===== src/rtl/intr_pkg.sv =====
package intr_pkg;
  localparam int VEC_W = 16;
  localparam int ST_W = 8;
  localparam logic [VEC_W-1:0] NO_VECTOR = 16'hFFFF;
  localparam int QBIT = 0;
  localparam int CBIT = 1;
endpackage


===== src/rtl/intr_status_byte.sv =====
module intr_status_byte
  import intr_pkg::*;
(
  input  logic            clk,
  input  logic            rst_n,
  input  logic            msix_en,
  input  logic            q_any,
  input  logic            cfg_evt,
  input  logic            status_rd,
  output logic [ST_W-1:0] status_q,
  output logic            irq_level
);

  logic [ST_W-1:0] st_r;
  logic [ST_W-1:0] st_n;
  logic            st_en;

  always_comb begin
    st_n = st_r;
    if (status_rd) begin
      st_n = '0;
    end
    if (!msix_en) begin
      if (q_any) begin
        st_n[QBIT] = 1'b1;
      end
      if (cfg_evt) begin
        st_n[CBIT] = 1'b1;
      end
    end
    st_en = status_rd || (!msix_en && (q_any || cfg_evt));
  end

  always_ff @(posedge clk or negedge rst_n) begin
    if (!rst_n) begin
      st_r <= '0;
    end else if (st_en) begin
      st_r <= st_n;
    end
  end

  assign status_q  = st_r;
  assign irq_level = (|st_r) && !msix_en;

  AST_RSV_ZERO: assert property (@(posedge clk) disable iff (!rst_n)
    status_q[ST_W-1:2] == '0);

  AST_RD_CLEAR: assert property (@(posedge clk) disable iff (!rst_n)
    (status_rd && !(q_any && !msix_en) && !(cfg_evt && !msix_en)) |=> (status_q == '0));

  AST_MSIX_FROZEN: assert property (@(posedge clk) disable iff (!rst_n)
    (msix_en && !status_rd) |=> $stable(status_q));

  AST_QEVT_SETS: assert property (@(posedge clk) disable iff (!rst_n)
    (!msix_en && q_any) |=> status_q[QBIT]);

endmodule


===== src/rtl/intr_vector_file.sv =====
module intr_vector_file
  import intr_pkg::*;
#(
  parameter int NSRC  = 5,
  parameter int IDX_W = 3
) (
  input  logic                       clk,
  input  logic                       rst_n,
  input  logic                       wr_en,
  input  logic [IDX_W-1:0]           wr_idx,
  input  logic [VEC_W-1:0]           wr_data,
  output logic [NSRC-1:0][VEC_W-1:0] vec_tbl
);

  genvar g;
  generate
    for (g = 0; g < NSRC; g++) begin : g_ent
      logic [VEC_W-1:0] ent_r;
      logic             ent_en;

      always_comb begin
        ent_en = wr_en && (wr_idx == IDX_W'(g));
      end

      always_ff @(posedge clk or negedge rst_n) begin
        if (!rst_n) begin
          ent_r <= NO_VECTOR;
        end else if (ent_en) begin
          ent_r <= wr_data;
        end
      end

      assign vec_tbl[g] = ent_r;
    end
  endgenerate

endmodule


===== src/rtl/intr_pend_arb.sv =====
module intr_pend_arb
  import intr_pkg::*;
#(
  parameter int NSRC  = 5,
  parameter int CNT_W = 2,
  parameter int IDX_W = 3
) (
  input  logic                       clk,
  input  logic                       rst_n,
  input  logic [NSRC-1:0]            hit,
  input  logic [NSRC-1:0][VEC_W-1:0] vec_tbl,
  input  logic                       req_ready,
  output logic                       req_valid,
  output logic [VEC_W-1:0]           req_vector
);

  localparam logic [CNT_W-1:0] CNT_MAX = {CNT_W{1'b1}};

  logic [NSRC-1:0]  pend;
  logic [NSRC-1:0]  take;
  logic             sel_found;
  logic [IDX_W-1:0] sel;
  logic             load;
  logic             ov_r;
  logic             ov_n;
  logic [VEC_W-1:0] vr_r;
  logic [VEC_W-1:0] vr_n;

  genvar g;
  generate
    for (g = 0; g < NSRC; g++) begin : g_cnt
      logic [CNT_W-1:0] cnt_r;
      logic [CNT_W-1:0] cnt_n;
      logic             cnt_en;

      always_comb begin
        cnt_n  = cnt_r;
        cnt_en = hit[g] || take[g];
        if (hit[g] && !take[g]) begin
          if (cnt_r != CNT_MAX) begin
            cnt_n = cnt_r + 1'b1;
          end
        end else if (take[g] && !hit[g]) begin
          cnt_n = cnt_r - 1'b1;
        end
      end

      always_ff @(posedge clk or negedge rst_n) begin
        if (!rst_n) begin
          cnt_r <= '0;
        end else if (cnt_en) begin
          cnt_r <= cnt_n;
        end
      end

      assign pend[g] = (cnt_r != '0);
    end
  endgenerate

  always_comb begin
    sel_found = 1'b0;
    sel       = '0;
    if (pend[NSRC-1]) begin
      sel_found = 1'b1;
      sel       = IDX_W'(NSRC-1);
    end else begin
      for (int i = 0; i < NSRC-1; i++) begin
        if (!sel_found && pend[i]) begin
          sel_found = 1'b1;
          sel       = IDX_W'(i);
        end
      end
    end
  end

  always_comb begin
    load = !ov_r || req_ready;
    take = '0;
    ov_n = ov_r;
    vr_n = vr_r;
    if (load) begin
      ov_n = sel_found && (vec_tbl[sel] != NO_VECTOR);
      vr_n = vec_tbl[sel];
      if (sel_found) begin
        take[sel] = 1'b1;
      end
    end
  end

  always_ff @(posedge clk or negedge rst_n) begin
    if (!rst_n) begin
      ov_r <= 1'b0;
      vr_r <= '0;
    end else if (load) begin
      ov_r <= ov_n;
      vr_r <= vr_n;
    end
  end

  assign req_valid  = ov_r;
  assign req_vector = vr_r;

  AST_REQ_HOLD: assert property (@(posedge clk) disable iff (!rst_n)
    (req_valid && !req_ready) |=> (req_valid && $stable(req_vector)));

  AST_NO_NOVEC: assert property (@(posedge clk) disable iff (!rst_n)
    req_valid |-> (req_vector != NO_VECTOR));

  AST_TAKE_ONEHOT: assert property (@(posedge clk) disable iff (!rst_n)
    $onehot0(take));

endmodule


===== src/rtl/intr_route.sv =====
module intr_route
  import intr_pkg::*;
#(
  parameter int NQ    = 4,
  parameter int CNT_W = 2,
  localparam int NSRC  = NQ + 1,
  localparam int IDX_W = $clog2(NSRC)
) (
  input  logic              clk,
  input  logic              rst_n,
  input  logic              msix_en,
  input  logic [NQ-1:0]     q_evt,
  input  logic              cfg_evt,
  input  logic              status_rd,
  output logic [ST_W-1:0]   status_q,
  output logic              irq_level,
  input  logic              vec_wr_en,
  input  logic [IDX_W-1:0]  vec_wr_idx,
  input  logic [VEC_W-1:0]  vec_wr_data,
  output logic              req_valid,
  input  logic              req_ready,
  output logic [VEC_W-1:0]  req_vector
);

  logic [NSRC-1:0][VEC_W-1:0] vec_tbl;
  logic [NSRC-1:0]            src_evt;
  logic [NSRC-1:0]            vec_ok;
  logic [NSRC-1:0]            hit;

  always_comb begin
    src_evt = {cfg_evt, q_evt};
    for (int i = 0; i < NSRC; i++) begin
      vec_ok[i] = (vec_tbl[i] != NO_VECTOR);
    end
    hit = msix_en ? (src_evt & vec_ok) : '0;
  end

  intr_status_byte u_status (
    .clk       (clk),
    .rst_n     (rst_n),
    .msix_en   (msix_en),
    .q_any     (|q_evt),
    .cfg_evt   (cfg_evt),
    .status_rd (status_rd),
    .status_q  (status_q),
    .irq_level (irq_level)
  );

  intr_vector_file #(
    .NSRC  (NSRC),
    .IDX_W (IDX_W)
  ) u_vecs (
    .clk     (clk),
    .rst_n   (rst_n),
    .wr_en   (vec_wr_en),
    .wr_idx  (vec_wr_idx),
    .wr_data (vec_wr_data),
    .vec_tbl (vec_tbl)
  );

  intr_pend_arb #(
    .NSRC  (NSRC),
    .CNT_W (CNT_W),
    .IDX_W (IDX_W)
  ) u_arb (
    .clk        (clk),
    .rst_n      (rst_n),
    .hit        (hit),
    .vec_tbl    (vec_tbl),
    .req_ready  (req_ready),
    .req_valid  (req_valid),
    .req_vector (req_vector)
  );

  AST_MSIX_QUIET: assert property (@(posedge clk) disable iff (!rst_n)
    msix_en |-> !irq_level);

  AST_LEVEL_MATCH: assert property (@(posedge clk) disable iff (!rst_n)
    (!msix_en && (status_q != '0)) |-> irq_level);

endmodule


===== config.mk =====
export PLATFORM = sky130hd
export DESIGN_NAME = intr_route
export DESIGN_NICKNAME = d
export VERILOG_FILES = /design/src/rtl/intr_pkg.sv /design/src/rtl/intr_status_byte.sv /design/src/rtl/intr_vector_file.sv /design/src/rtl/intr_pend_arb.sv /design/src/rtl/intr_route.sv
export SDC_FILE = /design/constraint.sdc
export NUM_CORES = 1
export LEC_CHECK = 0
export BUFFER_PORTS_ARGS = -buffer_cell sky130_fd_sc_hd__buf_2
export CORE_MARGIN = 5
export CORE_UTILIZATION = 55
export DETAILED_ROUTE_END_ITERATION = 8
export PLACE_DENSITY = 0.78
export SLEW_MARGIN = 20
export SYNTH_ARGS = -nofsm -noshare
export SYNTH_HDL_FRONTEND = slang
export SYNTH_SLANG_ARGS = --single-unit
export TNS_END_PERCENT = 10

===== constraint.sdc =====
create_clock -name clk -period 2.34 [get_ports clk]
set_input_delay 0.117 -clock clk [delete_from_list [all_inputs] [get_ports clk]]
set_output_delay 0.117 -clock clk [all_outputs]
set_load 0.02 [all_outputs]

======== Word level (Yosys, flattened, before mapping) ========
Cells that the tools add are included.
cells by class
  order comparisons ....................... 2
  add/subtract/negate cells ............... 10
  mux-type cells .......................... 38
  eq/ne operators ......................... 20
  reductions and logical operators ........ 63
  bitwise gates (word level) .............. 1
operator list
  cell                                                                                 number
  16-bit inequality test, second input constant                                        6
  16-bit binary-select mux with 3-bit select                                           1
  2-bit two-way mux                                                                    19
  1-bit logical AND                                                                    22
  2-bit inequality test, second input constant                                         10
  2-bit nonzero test                                                                   10
  16-bit two-way mux                                                                   1
  1-bit zero test                                                                      15
  5-bit two-way mux                                                                    3
  3-bit AND reduction                                                                  5
  1-bit two-way mux                                                                    12
  2-bit by 1-bit adder with 2-bit output, second input constant                        5
  2-bit by 1-bit subtractor with 2-bit output, second input constant                   5
  1-bit logical OR                                                                     8
  3-bit by 2-bit equality test with 1-bit output, second input constant                2
  5-bit AND                                                                            1
  3-bit by 4-bit < comparator with 1-bit output, second input constant                 1
  4-bit OR reduction                                                                   1
  1-bit demux with 3-bit select                                                        1
  3-bit by 1-bit equality test with 1-bit output, second input constant                1
  3-bit equality test, second input constant                                           1
  3-bit by 1-bit greater-or-equal comparator with 1-bit output, second input constant  1
  3-bit zero test                                                                      1
  3-bit two-way mux                                                                    1
  2-bit OR reduction                                                                   1
word-level totals
  input bits .............................. 30
  logic and storage cells ................. 147
  register bits ........................... 109
  output and inout port bits .............. 26

======== Longest topological paths before layout ========
  depth after elaboration ................. 25
  depth in mapped cells ................... 9

======== Modules after synthesis ========
From an unflattened synthesis, not the netlist that was laid out.
unflattened totals
  cells, all modules ...................... 464
  area total of the unflattened synthesis .. 5,552.8 sq um
modules (own cells, without submodules)
  module            area each (sq um)  cells each  instances
  intr_vector_file  3,150.5            173         1
  intr_pend_arb     2,043.2            244         1
  intr_route        221.5              31          1
  intr_status_byte  137.6              16          1

======== Worst setup path after synthesis ========
OpenSTA, ideal clock, no wires.
  kind .................................... reg2reg
  start point ............................. reg u_arb.g_cnt[0].cnt_r[0]
  end point ............................... reg u_arb.ov_r (netlist: u_arb.req_valid)
  arrival time ............................ 1,893 ps
  path slack .............................. 316 ps
  stages on the path, launching flop included .. 8
  clock period less this slack ............ 2,024 ps
  setup time .............................. 131 ps
  cell sequence ........................... dfrtp_1 or4_4 a21oi_4 o22ai_1 nor3_2 o221ai_1 nor4_1 a21oi_1
between the ends
  cells in the longest elaborated chain, start to end .. 19
RTL lines
  what                                        RTL line             source
  from (decl)                                 intr_pend_arb.sv:32  logic [CNT_W-1:0] cnt_r;
  from (signal assigned)                      intr_pend_arb.sv:52  cnt_r <= cnt_n;
  2-bit nonzero test (*)                      intr_pend_arb.sv:56  assign pend[g] = (cnt_r != '0);
  1-bit two-way mux (*)                       intr_pend_arb.sv:68  if (!sel_found && pend[i]) begin
  1-bit two-way mux (*)                       intr_pend_arb.sv:63  if (pend[NSRC-1]) begin
  1-bit zero test                             intr_pend_arb.sv:68
  1-bit logical AND                           intr_pend_arb.sv:68
  1-bit two-way mux                           intr_pend_arb.sv:68
  1-bit two-way mux                           intr_pend_arb.sv:63
  1-bit zero test                             intr_pend_arb.sv:68
  [... 3 more ...]                            -
  1-bit zero test                             intr_pend_arb.sv:68
  1-bit logical AND                           intr_pend_arb.sv:68
  2-bit two-way mux                           intr_pend_arb.sv:68
  3-bit two-way mux                           intr_pend_arb.sv:63
  16-bit binary-select mux with 3-bit select  intr_pend_arb.sv:82  ov_n = sel_found && (vec_tbl[sel] != NO_VECTOR);
  16-bit two-way mux (not written as such)    intr_pend_arb.sv:82
  16-bit inequality test                      intr_pend_arb.sv:82
  1-bit logical AND (*)                       intr_pend_arb.sv:82
  to (signal assigned)                        intr_pend_arb.sv:95  ov_r <= ov_n;
  to (decl)                                   intr_pend_arb.sv:24  logic ov_r;
Mark *: on every way between the ends. The rest lies on a longest branch, timed or not. The select of a mux whose other input is x is not followed.
A chain may end at the register's enable or synchronous reset.

======== Worst setup path after layout ========
Ends and elaborated chain as after synthesis.

==> results.sh <==
export IMPL_status="finished clean"
export IMPL_ios=56
export IMPL_fin_crit_sh_pct=96.3
export IMPL_cts_buffers=9
export IMPL_synth_cell_type_count=48
export IMPL_min_to="u_status.status_q[0]$_DFFE_PN0P_"
export IMPL_criticalPathCategory="reg2reg"
export IMPL_antenna_left=0
export IMPL_max_freq_mhz=444
export IMPL_grtUsageTotal_pct=25.6
export IMPL_initial_core_util_pct=55.6
export IMPL_worst_slew_pin_slew_ns=0.558
export IMPL_slew_violations=0
export IMPL_drv_cap=0
export IMPL_dp_cells=666
export IMPL_multi_input_area_um2=2380
export IMPL_reg2reg_depth=8
export IMPL_portBuffers=49
export IMPL_skew_ns=0.0126
export IMPL_synth_cells=480
export IMPL_cts_buffer_depth=2
export IMPL_regToRegStartpoint="u_arb.g_cnt[0].cnt_r[0]$_DFFE_PN0P_"
export IMPL_avgSynthCellArea_um2=11.1
export IMPL_regToRegSetupSlack_ns=0.09
export IMPL_max_stage_delay_ns=0.43
export IMPL_finalSetupViolCount=0
export IMPL_critPathRequiredTime_ns=2.60
export IMPL_p_total_mw=6.06
export IMPL_dp_hpwl_um=10800
export IMPL_drc=0
export IMPL_p_leak_nw=2.49
export IMPL_dr_pass1_iters=5
export IMPL_p_sw_mw=2.03
export IMPL_hold_viol=0
export IMPL_p_comb_share_pct=29.3
export IMPL_synth_area_um2=5330
export IMPL_dieArea_um2=11800
export IMPL_fin_util_pct=64.3
export IMPL_grt_overflow=0
export IMPL_vias=4285
export IMPL_ctsHtreeMaxLevel=3
export IMPL_synth_seq_cells=109
export IMPL_clock_latency_ns=0.38
export IMPL_fp_dieH_um=108
export IMPL_whs_path_depth=2
export IMPL_swShare_pct=33.4
export IMPL_p_clk_share_pct=20.8
export IMPL_cts_sinks=109
export IMPL_gp_congestion=1.01
export IMPL_grt_max_degree=48
export IMPL_drt_iter0_drc=584
export IMPL_die_w_um=108
export IMPL_grt_pass1_vias=4328
export IMPL_clockRootBuffer="clkbuf_8"
export IMPL_routedWlPerCell_um=21.2
export IMPL_n_fill_cell=771
export IMPL_finalNetCount=578
export IMPL_crit_chain="buf_4, nor2_1, a21boi_1, o22ai_1, o31ai_1, nand4_1, nor4_1, a21oi_1"
export IMPL_critPathCaptureType="flop"
export IMPL_register_area_um2=2830
export IMPL_synth_edf_count=0
export IMPL_p_int_mw=4.03
export IMPL_start_kind="flop"
export IMPL_relSlewSlack_pct=62.8
export IMPL_synthFlopType="dfstp_2"
export IMPL_reg2reg_to="u_arb.req_valid$_DFFE_PN0N_"
export IMPL_arrival_ns=2.51
export IMPL_postSynth_asyncResetShare_pct=100
export IMPL_ys_seq_area_share_pct=53.0
export IMPL_cts_tree="yes"
export IMPL_core_um2=9590
export IMPL_antenna_cells=0
export IMPL_stdcell_count=686
export IMPL_power_density_nw_per_um2=982
export IMPL_hp_class="in2reg"
export IMPL_ir_drop_uv=381
export IMPL_area_growth_pct=15.8
export IMPL_grt_setup_unrepaired="no"
export IMPL_yosysWarningCount=0
export IMPL_routed_via_density=6.25
export IMPL_p_seq_share_pct=49.9
export IMPL_num_rows=36
export IMPL_path_clk_slew_ns=0.10
export IMPL_hold_start="msix_en"
export IMPL_routed_wl_um=14500
export IMPL_antenna_found_initial=0
export IMPL_cp_slowest_cell="dfrtp_1"
export IMPL_setup_tns_ns=0
export IMPL_period_minus_slack_ns=2.25
export IMPL_drive_above_1_share_pct=47.9
export IMPL_cp_max_fo=5
export IMPL_grt_pass1_wl_um=22900
==> metal layers <==
metal / track usage (%) / up-vias / wire, um
met5: 0 / - / 0
met4: 11.9 / 0 / 591
met3: 5.07 / 54 / 1100
met2: 40.8 / 239 / 6770
met1: 33.7 / 2105 / 6070
li1: - / 1887 / -
==> kinds of logic (layout without fill, tap and decap cells) <==
| kind of cell | count (synthesis) | in the layout | share of synthesized area [%] |
|---|---|---|---|
| AO/OA/AOI/OAI | 88 | 88 | 11.0 |
| flip-flops | 109 | 109 | 53.0 |
| AND/OR/NAND/NOR | 164 | 164 | 15.5 |
| XOR/XNOR | 2 | 2 | 0.329 |
| buffers and inverters | 36 | 104 | 3.12 |
| multiplexers | 80 | 80 | 16.9 |
| other | 1 | 6 | 0.0703 |
==> cell usage after synthesis (2+ instances only) <==
| cell | instances | share of area [%] |
|---|---|---|
| dfstp_2 | 80 | 39 |
| mux2_2 | 80 | 17 |
| nand2_1 | 56 | 3.9 |
| dfrtp_1 | 29 | 14 |
| nor2_1 | 28 | 2.0 |
| nand4_1 | 22 | 2.6 |
| a21oi_1 | 20 | 1.9 |
| nand3_1 | 18 | 1.7 |
| o21ai_0 | 16 | 1.5 |
| clkbuf_1 | 14 | 0.99 |
| o221ai_1 | 11 | 1.8 |
| o22ai_1 | 9 | 1.1 |
| inv_1 | 8 | 0.56 |
| buf_2 | 7 | 0.66 |
| a21o_1 | 6 | 0.84 |
| buf_4 | 6 | 0.84 |
| nor3_1 | 6 | 0.56 |
| nor4_1 | 6 | 0.70 |
| a32oi_1 | 5 | 0.82 |
| a22o_1 | 4 | 0.66 |
| and2_1 | 4 | 0.47 |
| or2_1 | 4 | 0.47 |
| or3_1 | 4 | 0.47 |
| or4_1 | 4 | 0.56 |
| o21ai_1 | 3 | 0.28 |
| a221oi_1 | 2 | 0.33 |
| a31oi_1 | 2 | 0.23 |
| nor2b_1 | 2 | 0.23 |
| o211ai_1 | 2 | 0.28 |
| o21bai_1 | 2 | 0.28 |
| o31ai_1 | 2 | 0.28 |
| xnor2_1 | 2 | 0.33 |
==> worst max-delay path: cells and delay by family (launching register included) <==
| family | cells | cell delay (ns) |
|---|---|---|
| AO/OA/AOI/OAI | 4 | 0.87 |
| buffers and inverters | 1 | 0.17 |
| flip-flops | 1 | 0.43 |
| AND/OR/NAND/NOR | 3 | 0.66 |
==> worst max path at each step <==
| stage | startpoint | slack [ns] | endpoint | depth (start not counted) |
|---|---|---|---|---|
| after floorplan | u_arb.g_cnt[0].cnt_r[0]$_DFFE_PN0P_ | 0.32 | u_arb.req_valid$_DFFE_PN0N_ | 7 |
| after global placement | u_arb.g_cnt[0].cnt_r[0]$_DFFE_PN0P_ | -0.02 | u_arb.req_valid$_DFFE_PN0N_ | 7 |
| after detailed placement | u_arb.g_cnt[4].cnt_r[0]$_DFFE_PN0P_ | -0.03 | u_arb.req_valid$_DFFE_PN0N_ | 7 |
| after CTS | u_arb.g_cnt[3].cnt_r[1]$_DFFE_PN0P_ | 0.05 | u_arb.req_valid$_DFFE_PN0N_ | 8 |
| after global routing | u_arb.g_cnt[0].cnt_r[0]$_DFFE_PN0P_ | 0.004 | u_arb.req_valid$_DFFE_PN0N_ | 8 |
| final | u_arb.g_cnt[0].cnt_r[0]$_DFFE_PN0P_ | 0.09 | u_arb.req_valid$_DFFE_PN0N_ | 8 |
==> through the flow <==
stage | setup WS [ns] | hold slack, ns | area [um^2]
final | 0.0873 | 0.0164 | 6170
after global routing | 0.00416 | 0.0195 | 6170
after CTS | 0.0464 | 0.00856 | 6160
after detailed placement | -0.0326 | 0.136 | 5890
after global placement | -0.0234 | 0.133 | 5890
after floorplan | 0.316 | -0.179 | 5350
==> power by group through the flow <==
stage	Sequential, mW	Clock [mW]	Combinational [mW]
2_1_floorplan	3.00	0	0.982
3_3_place_gp	3.00	0	1.67
3_5_place_dp	3.03	0	1.73
4_1_cts	3.00	1.28	1.74
5_1_grt	3.06	1.35	1.91
6_report	3.02	1.26	1.78
==> flip-flops by register name (all words and copies together) (netlist names) <==
register	flops
u_arb.req_vector	16
u_arb.req_valid	1
u_vecs.g_ent.ent_r	80
u_arb.g_cnt.cnt_r	10
u_status.status_q	2
==> final cells by class <==
cell class / instances / area share, %
Sequential cell: 109 / 45.8
Timing Repair Buffer: 80 / 8.72
Clock inverter: 2 / 0.588
Tap cell: 133 / 2.70
Multi-Input combinational cell: 340 / 38.5
Clock buffer: 14 / 3.14
Inverter: 8 / 0.487
==> cells in the final DEF, fill, tap and decap left out, drive strengths merged, types with 3 or more instances in the layout <==
cell and n:
nor3 7, dfrtp 29, inv 9, and2 4
o21ai 19, a21o 6, buf 77, o221ai 11
o22ai 9, nor4 7, nand2 56, a22o 4
dlygate4sd3 3, clkbuf 14, nand3 19, nor2 29
a32oi 5, conb 6, or4 5, mux2 80
or3 4, or2 5, dfstp 80, a21oi 21
nand4 23
==> timing repair <==
| action | CTS | global route |
|---|---|---|
| hold buffers | 3 | 0 |
| pin swaps | 0 | 1 |
| setup endpoints to repair | 1 | 1 |
| buffers inserted | 0 | 1 |
| gates resized for setup | 1 | 2 |
| hold endpoints to repair | 13 | 0 |
(Power assumes the default switching activity.)
